`config.mk`:
```
export PLATFORM = sky130hd
export DESIGN_NAME = cap_channel
export DESIGN_NICKNAME = d
export VERILOG_FILES = /design/src/rtl/cap_channel_pkg.sv /design/src/rtl/cap_edge_sync.sv /design/src/rtl/cap_trig_sel.sv /design/src/rtl/cap_fifo2.sv /design/src/rtl/cap_channel.sv
export SDC_FILE = /design/constraint.sdc
export NUM_CORES = 1
export LEC_CHECK = 0
export ABC_AREA = 1
export BUFFER_PORTS_ARGS = -buffer_cell sky130_fd_sc_hd__clkbuf_2
export CORE_ASPECT_RATIO = 1.4
export CORE_UTILIZATION = 53
export CTS_BUF_LIST = sky130_fd_sc_hd__clkbuf_4
export DETAILED_ROUTE_END_ITERATION = 10
export PLACE_DENSITY_LB_ADDON = 0.15
export SETUP_SLACK_MARGIN = 0.4
export SLEW_MARGIN = 5
export SYNTH_ARGS = -nofsm -noshare
export SYNTH_HDL_FRONTEND = slang
export SYNTH_HIERARCHICAL = 1
export SYNTH_SLANG_ARGS = --single-unit
```
`constraint.sdc`:
```
create_clock -name clk -period 1.84 [get_ports clk]
set_clock_uncertainty 0.2 [all_clocks]
set_input_delay 0.368 -clock clk [delete_from_list [all_inputs] [get_ports clk]]
set_output_delay 0.368 -clock clk [all_outputs]
set_load 0.02 [all_outputs]
```
`src/rtl/cap_channel_pkg.sv`:
```
package cap_channel_pkg;

  typedef enum logic [1:0] {
    CM_EVENT = 2'b00,
    CM_STAMP = 2'b01,
    CM_PULSE = 2'b10,
    CM_RSVD  = 2'b11
  } cap_mode_e;

  // Pin triggers are legal only in the event and time-stamp modes.
  function automatic logic pin_mode_ok(input cap_mode_e m);
    return (m == CM_EVENT) || (m == CM_STAMP);
  endfunction

  // Event-line triggers are legal in every mode except the reserved one.
  function automatic logic evt_mode_ok(input cap_mode_e m);
    return (m == CM_EVENT) || (m == CM_STAMP) || (m == CM_PULSE);
  endfunction

  // A staged value moves up when the register is empty or is being read.
  function automatic logic fifo_move(input logic stage_full,
                                     input logic reg_full,
                                     input logic rd);
    return stage_full && (!reg_full || rd);
  endfunction

endpackage

```
`src/rtl/cap_edge_sync.sv`:
```
module cap_edge_sync #(
  parameter int STAGES = 2
) (
  input  logic clk,
  input  logic rst_n,
  input  logic raw,
  input  logic inv,
  output logic act_edge
);
  // The polarity is applied before synchronizing, so that a line and its
  // invert bit changing together do not look like an edge.
  logic [STAGES-1:0] chain;
  logic              prev_lvl;
  logic              lvl;

  always_ff @(posedge clk or negedge rst_n) begin
    if (!rst_n) chain <= '0;
    else        chain <= {chain[STAGES-2:0], raw ^ inv};
  end

  assign lvl = chain[STAGES-1];

  always_ff @(posedge clk or negedge rst_n) begin
    if (!rst_n) prev_lvl <= 1'b0;
    else        prev_lvl <= lvl;
  end

  assign act_edge = lvl && !prev_lvl;

  // a detected edge lasts a single cycle
  a_r6_single_edge: assert property (@(posedge clk) disable iff (!rst_n)
    act_edge |=> !act_edge);

endmodule

```
`src/rtl/cap_trig_sel.sv`:
```
module cap_trig_sel
  import cap_channel_pkg::*;
(
  input  logic      pin_edge,
  input  logic      evt_edge,
  input  logic      cap_en,
  input  logic      src_pin,
  input  logic      evt_in_en,
  input  cap_mode_e mode,
  output logic      fire
);
  logic pin_ok;
  logic evt_ok;

  assign pin_ok = src_pin && pin_mode_ok(mode) && pin_edge;
  assign evt_ok = !src_pin && evt_in_en && evt_mode_ok(mode) && evt_edge;
  assign fire   = cap_en && (pin_ok || evt_ok);

endmodule

```
`src/rtl/cap_fifo2.sv`:
```
module cap_fifo2
  import cap_channel_pkg::*;
#(
  parameter int W = 16
) (
  input  logic         clk,
  input  logic         rst_n,
  input  logic         push,
  input  logic [W-1:0] din,
  input  logic         rd,
  output logic [W-1:0] dout,
  output logic         flag,
  output logic         req,
  output logic         ovf,
  output logic         xfer
);
  logic [W-1:0] stage_q;
  logic         stage_vld;
  logic [W-1:0] reg_q;
  logic         reg_vld;
  logic         accept;
  logic         drop;

  assign xfer   = fifo_move(stage_vld, reg_vld, rd);
  assign accept = push && (!stage_vld || xfer);
  assign drop   = push && !accept;

  always_ff @(posedge clk or negedge rst_n) begin
    if (!rst_n) begin
      stage_q   <= '0;
      stage_vld <= 1'b0;
    end else if (accept) begin
      stage_q   <= din;
      stage_vld <= 1'b1;
    end else if (xfer) begin
      stage_vld <= 1'b0;
    end
  end

  always_ff @(posedge clk or negedge rst_n) begin
    if (!rst_n) begin
      reg_q   <= '0;
      reg_vld <= 1'b0;
    end else if (xfer) begin
      reg_q   <= stage_q;
      reg_vld <= 1'b1;
    end else if (rd) begin
      reg_vld <= 1'b0;
    end
  end

  always_ff @(posedge clk or negedge rst_n) begin
    if (!rst_n) begin
      req <= 1'b0;
      ovf <= 1'b0;
    end else begin
      req <= xfer;
      if (drop) ovf <= 1'b1;
    end
  end

  assign dout = reg_q;
  assign flag = reg_vld;

  // a staged value with an empty register is promoted on the next edge
  a_r8_refill: assert property (@(posedge clk) disable iff (!rst_n)
    stage_vld && !reg_vld |=> reg_vld);

  // without a read, unread data and its flag are held
  a_r8_hold: assert property (@(posedge clk) disable iff (!rst_n)
    reg_vld && !rd |=> reg_vld && $stable(reg_q));

  // every promotion raises the request and the flag
  a_r9_req_pulse: assert property (@(posedge clk) disable iff (!rst_n)
    xfer |=> req && flag);

  // a read with nothing staged clears the flag
  a_r9_clear: assert property (@(posedge clk) disable iff (!rst_n)
    rd && reg_vld && !stage_vld |=> !flag);

  // a capture into a full queue sets overflow
  a_r10_drop: assert property (@(posedge clk) disable iff (!rst_n)
    push && stage_vld && reg_vld && !rd |=> ovf);

  // overflow is sticky
  a_r10_sticky: assert property (@(posedge clk) disable iff (!rst_n)
    ovf |=> ovf);

endmodule

```
`src/rtl/cap_channel.sv`:
```
module cap_channel
  import cap_channel_pkg::*;
#(
  parameter int CNT_W       = 16,
  parameter int SYNC_STAGES = 2
) (
  input  logic             clk,
  input  logic             rst_n,
  input  logic [CNT_W-1:0] count,
  input  logic             trig_pin,
  input  logic             trig_evt,
  input  logic             cap_en,
  input  logic             src_pin,
  input  logic             evt_in_en,
  input  logic             pin_inv,
  input  logic             evt_inv,
  input  logic [1:0]       mode,
  input  logic             cc_rd,
  output logic [CNT_W-1:0] cc_data,
  output logic             irq_flag,
  output logic             dma_req,
  output logic             ovf_flag
);
  localparam int NSRC = 2;

  logic [NSRC-1:0] raw_lines;
  logic [NSRC-1:0] inv_bits;
  logic [NSRC-1:0] edges;
  logic            pin_edge;
  logic            evt_edge;
  logic            cap_fire;
  logic            xfer;
  cap_mode_e       mode_e;

  assign raw_lines = {trig_evt, trig_pin};
  assign inv_bits  = {evt_inv, pin_inv};
  assign mode_e    = cap_mode_e'(mode);

  for (genvar s = 0; s < NSRC; s++) begin : g_src
    cap_edge_sync #(.STAGES(SYNC_STAGES)) u_sync (
      .clk      (clk),
      .rst_n    (rst_n),
      .raw      (raw_lines[s]),
      .inv      (inv_bits[s]),
      .act_edge (edges[s])
    );
  end

  assign pin_edge = edges[0];
  assign evt_edge = edges[1];

  cap_trig_sel u_sel (
    .pin_edge  (pin_edge),
    .evt_edge  (evt_edge),
    .cap_en    (cap_en),
    .src_pin   (src_pin),
    .evt_in_en (evt_in_en),
    .mode      (mode_e),
    .fire      (cap_fire)
  );

  cap_fifo2 #(.W(CNT_W)) u_fifo (
    .clk   (clk),
    .rst_n (rst_n),
    .push  (cap_fire),
    .din   (count),
    .rd    (cc_rd),
    .dout  (cc_data),
    .flag  (irq_flag),
    .req   (dma_req),
    .ovf   (ovf_flag),
    .xfer  (xfer)
  );

  // a disabled channel never captures
  a_r1_disabled: assert property (@(posedge clk) disable iff (!rst_n)
    !cap_en |-> !cap_fire);

  // pin triggers are blocked in the pulse-width and reserved modes
  a_r3_pin_mode: assert property (@(posedge clk) disable iff (!rst_n)
    src_pin && mode[1] |-> !cap_fire);

  // event triggers are blocked in the reserved mode
  a_r4_evt_mode: assert property (@(posedge clk) disable iff (!rst_n)
    !src_pin && (mode == 2'b11) |-> !cap_fire);

  // event triggers need the global event-input enable
  a_r5_evt_enable: assert property (@(posedge clk) disable iff (!rst_n)
    !src_pin && !evt_in_en |-> !cap_fire);

  // a capture always comes from an edge on the selected source
  a_r2_source: assert property (@(posedge clk) disable iff (!rst_n)
    cap_fire |-> (src_pin ? pin_edge : evt_edge));

  // the request pulse follows a promotion only
  a_r9_req_cause: assert property (@(posedge clk) disable iff (!rst_n)
    !xfer |=> !dma_req);

endmodule

```
==> reports/results.tsv <==
metric	value	unit
status	completed	
die_x	49.1	um
rsz0062_at_grt	true	
path_buf_inv	1	
grt_max_degree	24	
switching_share	0.333	
clockRootBuffer	clkbuf_4	
ys_seq_area_frac	0.640	
worst_ep_required_time	1.27	ns
dr.first_iter.drc_count	36	
min_to	g_src[1].u_sync/chain[0]	
crit_type	reg -> out	
initial_core_util	0.565	
hold_path_class	in -> reg	
track_usage	0.231	
async_flop_share	1.00	
grt_pass1_wl	5.50	mm
ys_warn_count	6	
cts_htree_levels	2	
pwr-share-seq	0.492	
pin_count	47	
syn_to_final_growth	39.3	%
cts_tree	built	
drcViolationCount	0	
drt-total-wl	3.83	mm
grt_antenna_before_repair	0	
cts_buffer_depth	2	
crit_chain	clkbuf_8	
vias_per_cell	4.95	
synth_area_per_cell	9.28	sq um
vias	1385	
cp_max_fo	2	
holdWs	0.0196	ns
grt_pass1_vias	1224	
synth_cell_type_count	16	
wl_per_cell	13.7	um
synth_area	1640	sq um
vdd_drop_max	0.000821	V
layout_setup_ws	0.323	ns
cts_sinks	42	
clk-insertion-delay-late	0.36	ns
firstDrtPassIters	4	
pwr-share-clk	0.175	
dp_hpwl	2.20	mm
rows	23	
synthCells	177	
endpoint_kind	output port	
hold_viol	0	
ant_nets	0	
yosysMostFrequentCell	nand2_1	
portBuffers	46	
synth_edf_count	0	
finalMaxSlewViolations	0	
r2r_start	g_src[0].u_sync/chain[1]	
synth.largest_area_cell	dfrtp_1	
tns	0	ns
ys_ff_latch	42	
nets	270	
synthTopCellsByArea	dfrtp_1, nand2_1, nand3_1	
cp-start-kind	register	
p_leak	1.29	nW
slew_headroom	0.656	
p_sw	0.861	mW
period_share	0.824	
cp.arrival	0.95	ns
grt_overflow_total	0	
min_from	trig_evt	
power.share.combinational	0.333	
maxCapViolCount	0	
finalCriticalPeriod	1.52	ns
cts.clk_slew.worst_paths	0.13	ns
fin_util	0.787	
tightest_slew	0.516	ns
p_int	1.72	mW
setup_viol	0	
synth_top_area_share	0.640	
die_area	3330	sq um
place_ws	0.237	ns
p_per_area	1130	nW/um^2
gp_congestion	0.777	
die_y	67.9	um
worst-r2r-cell-count	8	
yosys_most_used_dff	dfrtp_1	
drive_gt1_frac	0.342	
rrSetupSlack	0.36	ns
synth_nets	205	
cp_top_family	flip-flops	
numCtsBuffers	5	
r2r_end	u_fifo/stage_q[12]	
n_antenna_cell	0	
fmax	659	MHz
slowest_stage	dfrtp_1	
critPathMaxStageDelay	0.42	ns
min_path_cells	3	
core_area	2910	sq um
synth_common_cells	nand2_1, dfrtp_1, nand3_1, inv_1, nor2_1	
[per-stage QoR]
step | cells | instance area [sq um] | power (mW)
after global routing | 280 | 2290 | 2.72
final | 280 | 2290 | 2.58
after floorplan | 177 | 1640 | 1.59
after detailed placement | 256 | 1910 | 1.82
after global placement | 256 | 1910 | 1.80
after CTS | 273 | 2090 | 2.36
[power groups by stage]
stage | Combinational [mW] | Clock (mW) | Sequential (mW)
detailed placement | 0.561 | 0 | 1.26
finish | 0.859 | 0.452 | 1.27
global placement | 0.551 | 0 | 1.25
global route | 0.940 | 0.490 | 1.29
CTS | 0.655 | 0.465 | 1.24
floorplan | 0.199 | 0 | 1.39
[cells by family (layout without fill, tap and decap cells)]
family / count (synthesis) / count (layout) / share of synthesized area
compound gates: 3 / 3 / 0.0129
buf+inv: 18 / 83 / 0.0556
flops: 42 / 42 / 0.640
simple gates: 114 / 115 / 0.292
[cells in the final DEF, fill, tap and decap left out, types with 2 or more instances in the layout]
cell type / count
nand3_1: 14
buf_4: 12
clkbuf_8: 2
nand3_2: 2
inv_1: 11
dfrtp_1: 42
nand2_2: 4
clkbuf_4: 5
buf_6: 17
nand2_1: 88
buf_12: 3
clkbuf_2: 27
nand2_4: 2
nor2_1: 2
[worst max-delay path by stage]
stage / start / to / slack, ns / cells past startpoint
2_1_floorplan: g_src[1].u_sync/prev_lvl / u_fifo/stage_q[11] / 0.44 / 10
3_3_place_gp: mode[1] / u_fifo/stage_q[12] / 0.26 / 8
3_5_place_dp: mode[1] / u_fifo/stage_q[12] / 0.24 / 8
4_1_cts: u_fifo/dout[0] / cc_data[0] / 0.31 / 1
5_1_grt: g_src[1].u_sync/chain[1] / u_fifo/stage_q[4] / 0.27 / 10
6_report: u_fifo/dout[12] / cc_data[12] / 0.32 / 1
[routing by layer]
layer  vias to the layer above  track usage  part of all wire
met5                         -            0                 0
met4                         0        0.132             0.017
met3                         4       0.0600             0.054
met2                        48        0.394              0.55
met1                       660        0.267              0.38
li1                        673            -                 -
[final cells by class]
class	instances	area (sq um)
multi-input combinational	118	541
sequential	42	1050
fill	191	618
clock inverter	3	21.3
timing repair buffer	63	539
inverter	12	52.6
clock buffer	5	37.5
tap	37	46.3
[registers in the layout (all words and copies together) (netlist names)]
signal and count:
u_fifo/stage_vld 1, g_src.u_sync/prev_lvl 2, u_fifo/flag 1, g_src.u_sync/chain 4, u_fifo/ovf 1, u_fifo/stage_q 16
u_fifo/dout 16, u_fifo/req 1
[tightest hold or removal path, stage by stage]
cell and delay, ns:
clkbuf_2 0.09, nand2_1 0.05, nand2_1 0.04
[what timing repair did]
action                                 CTS  global route
gates cloned                             0             2
setup endpoints to repair               36            52
buffers inserted                         8             5
hold buffers                             1             0
pin swaps                                0             1
gates resized for setup                  7            59
endpoints found under the hold margin   19             0
(Power assumes the default switching activity.)
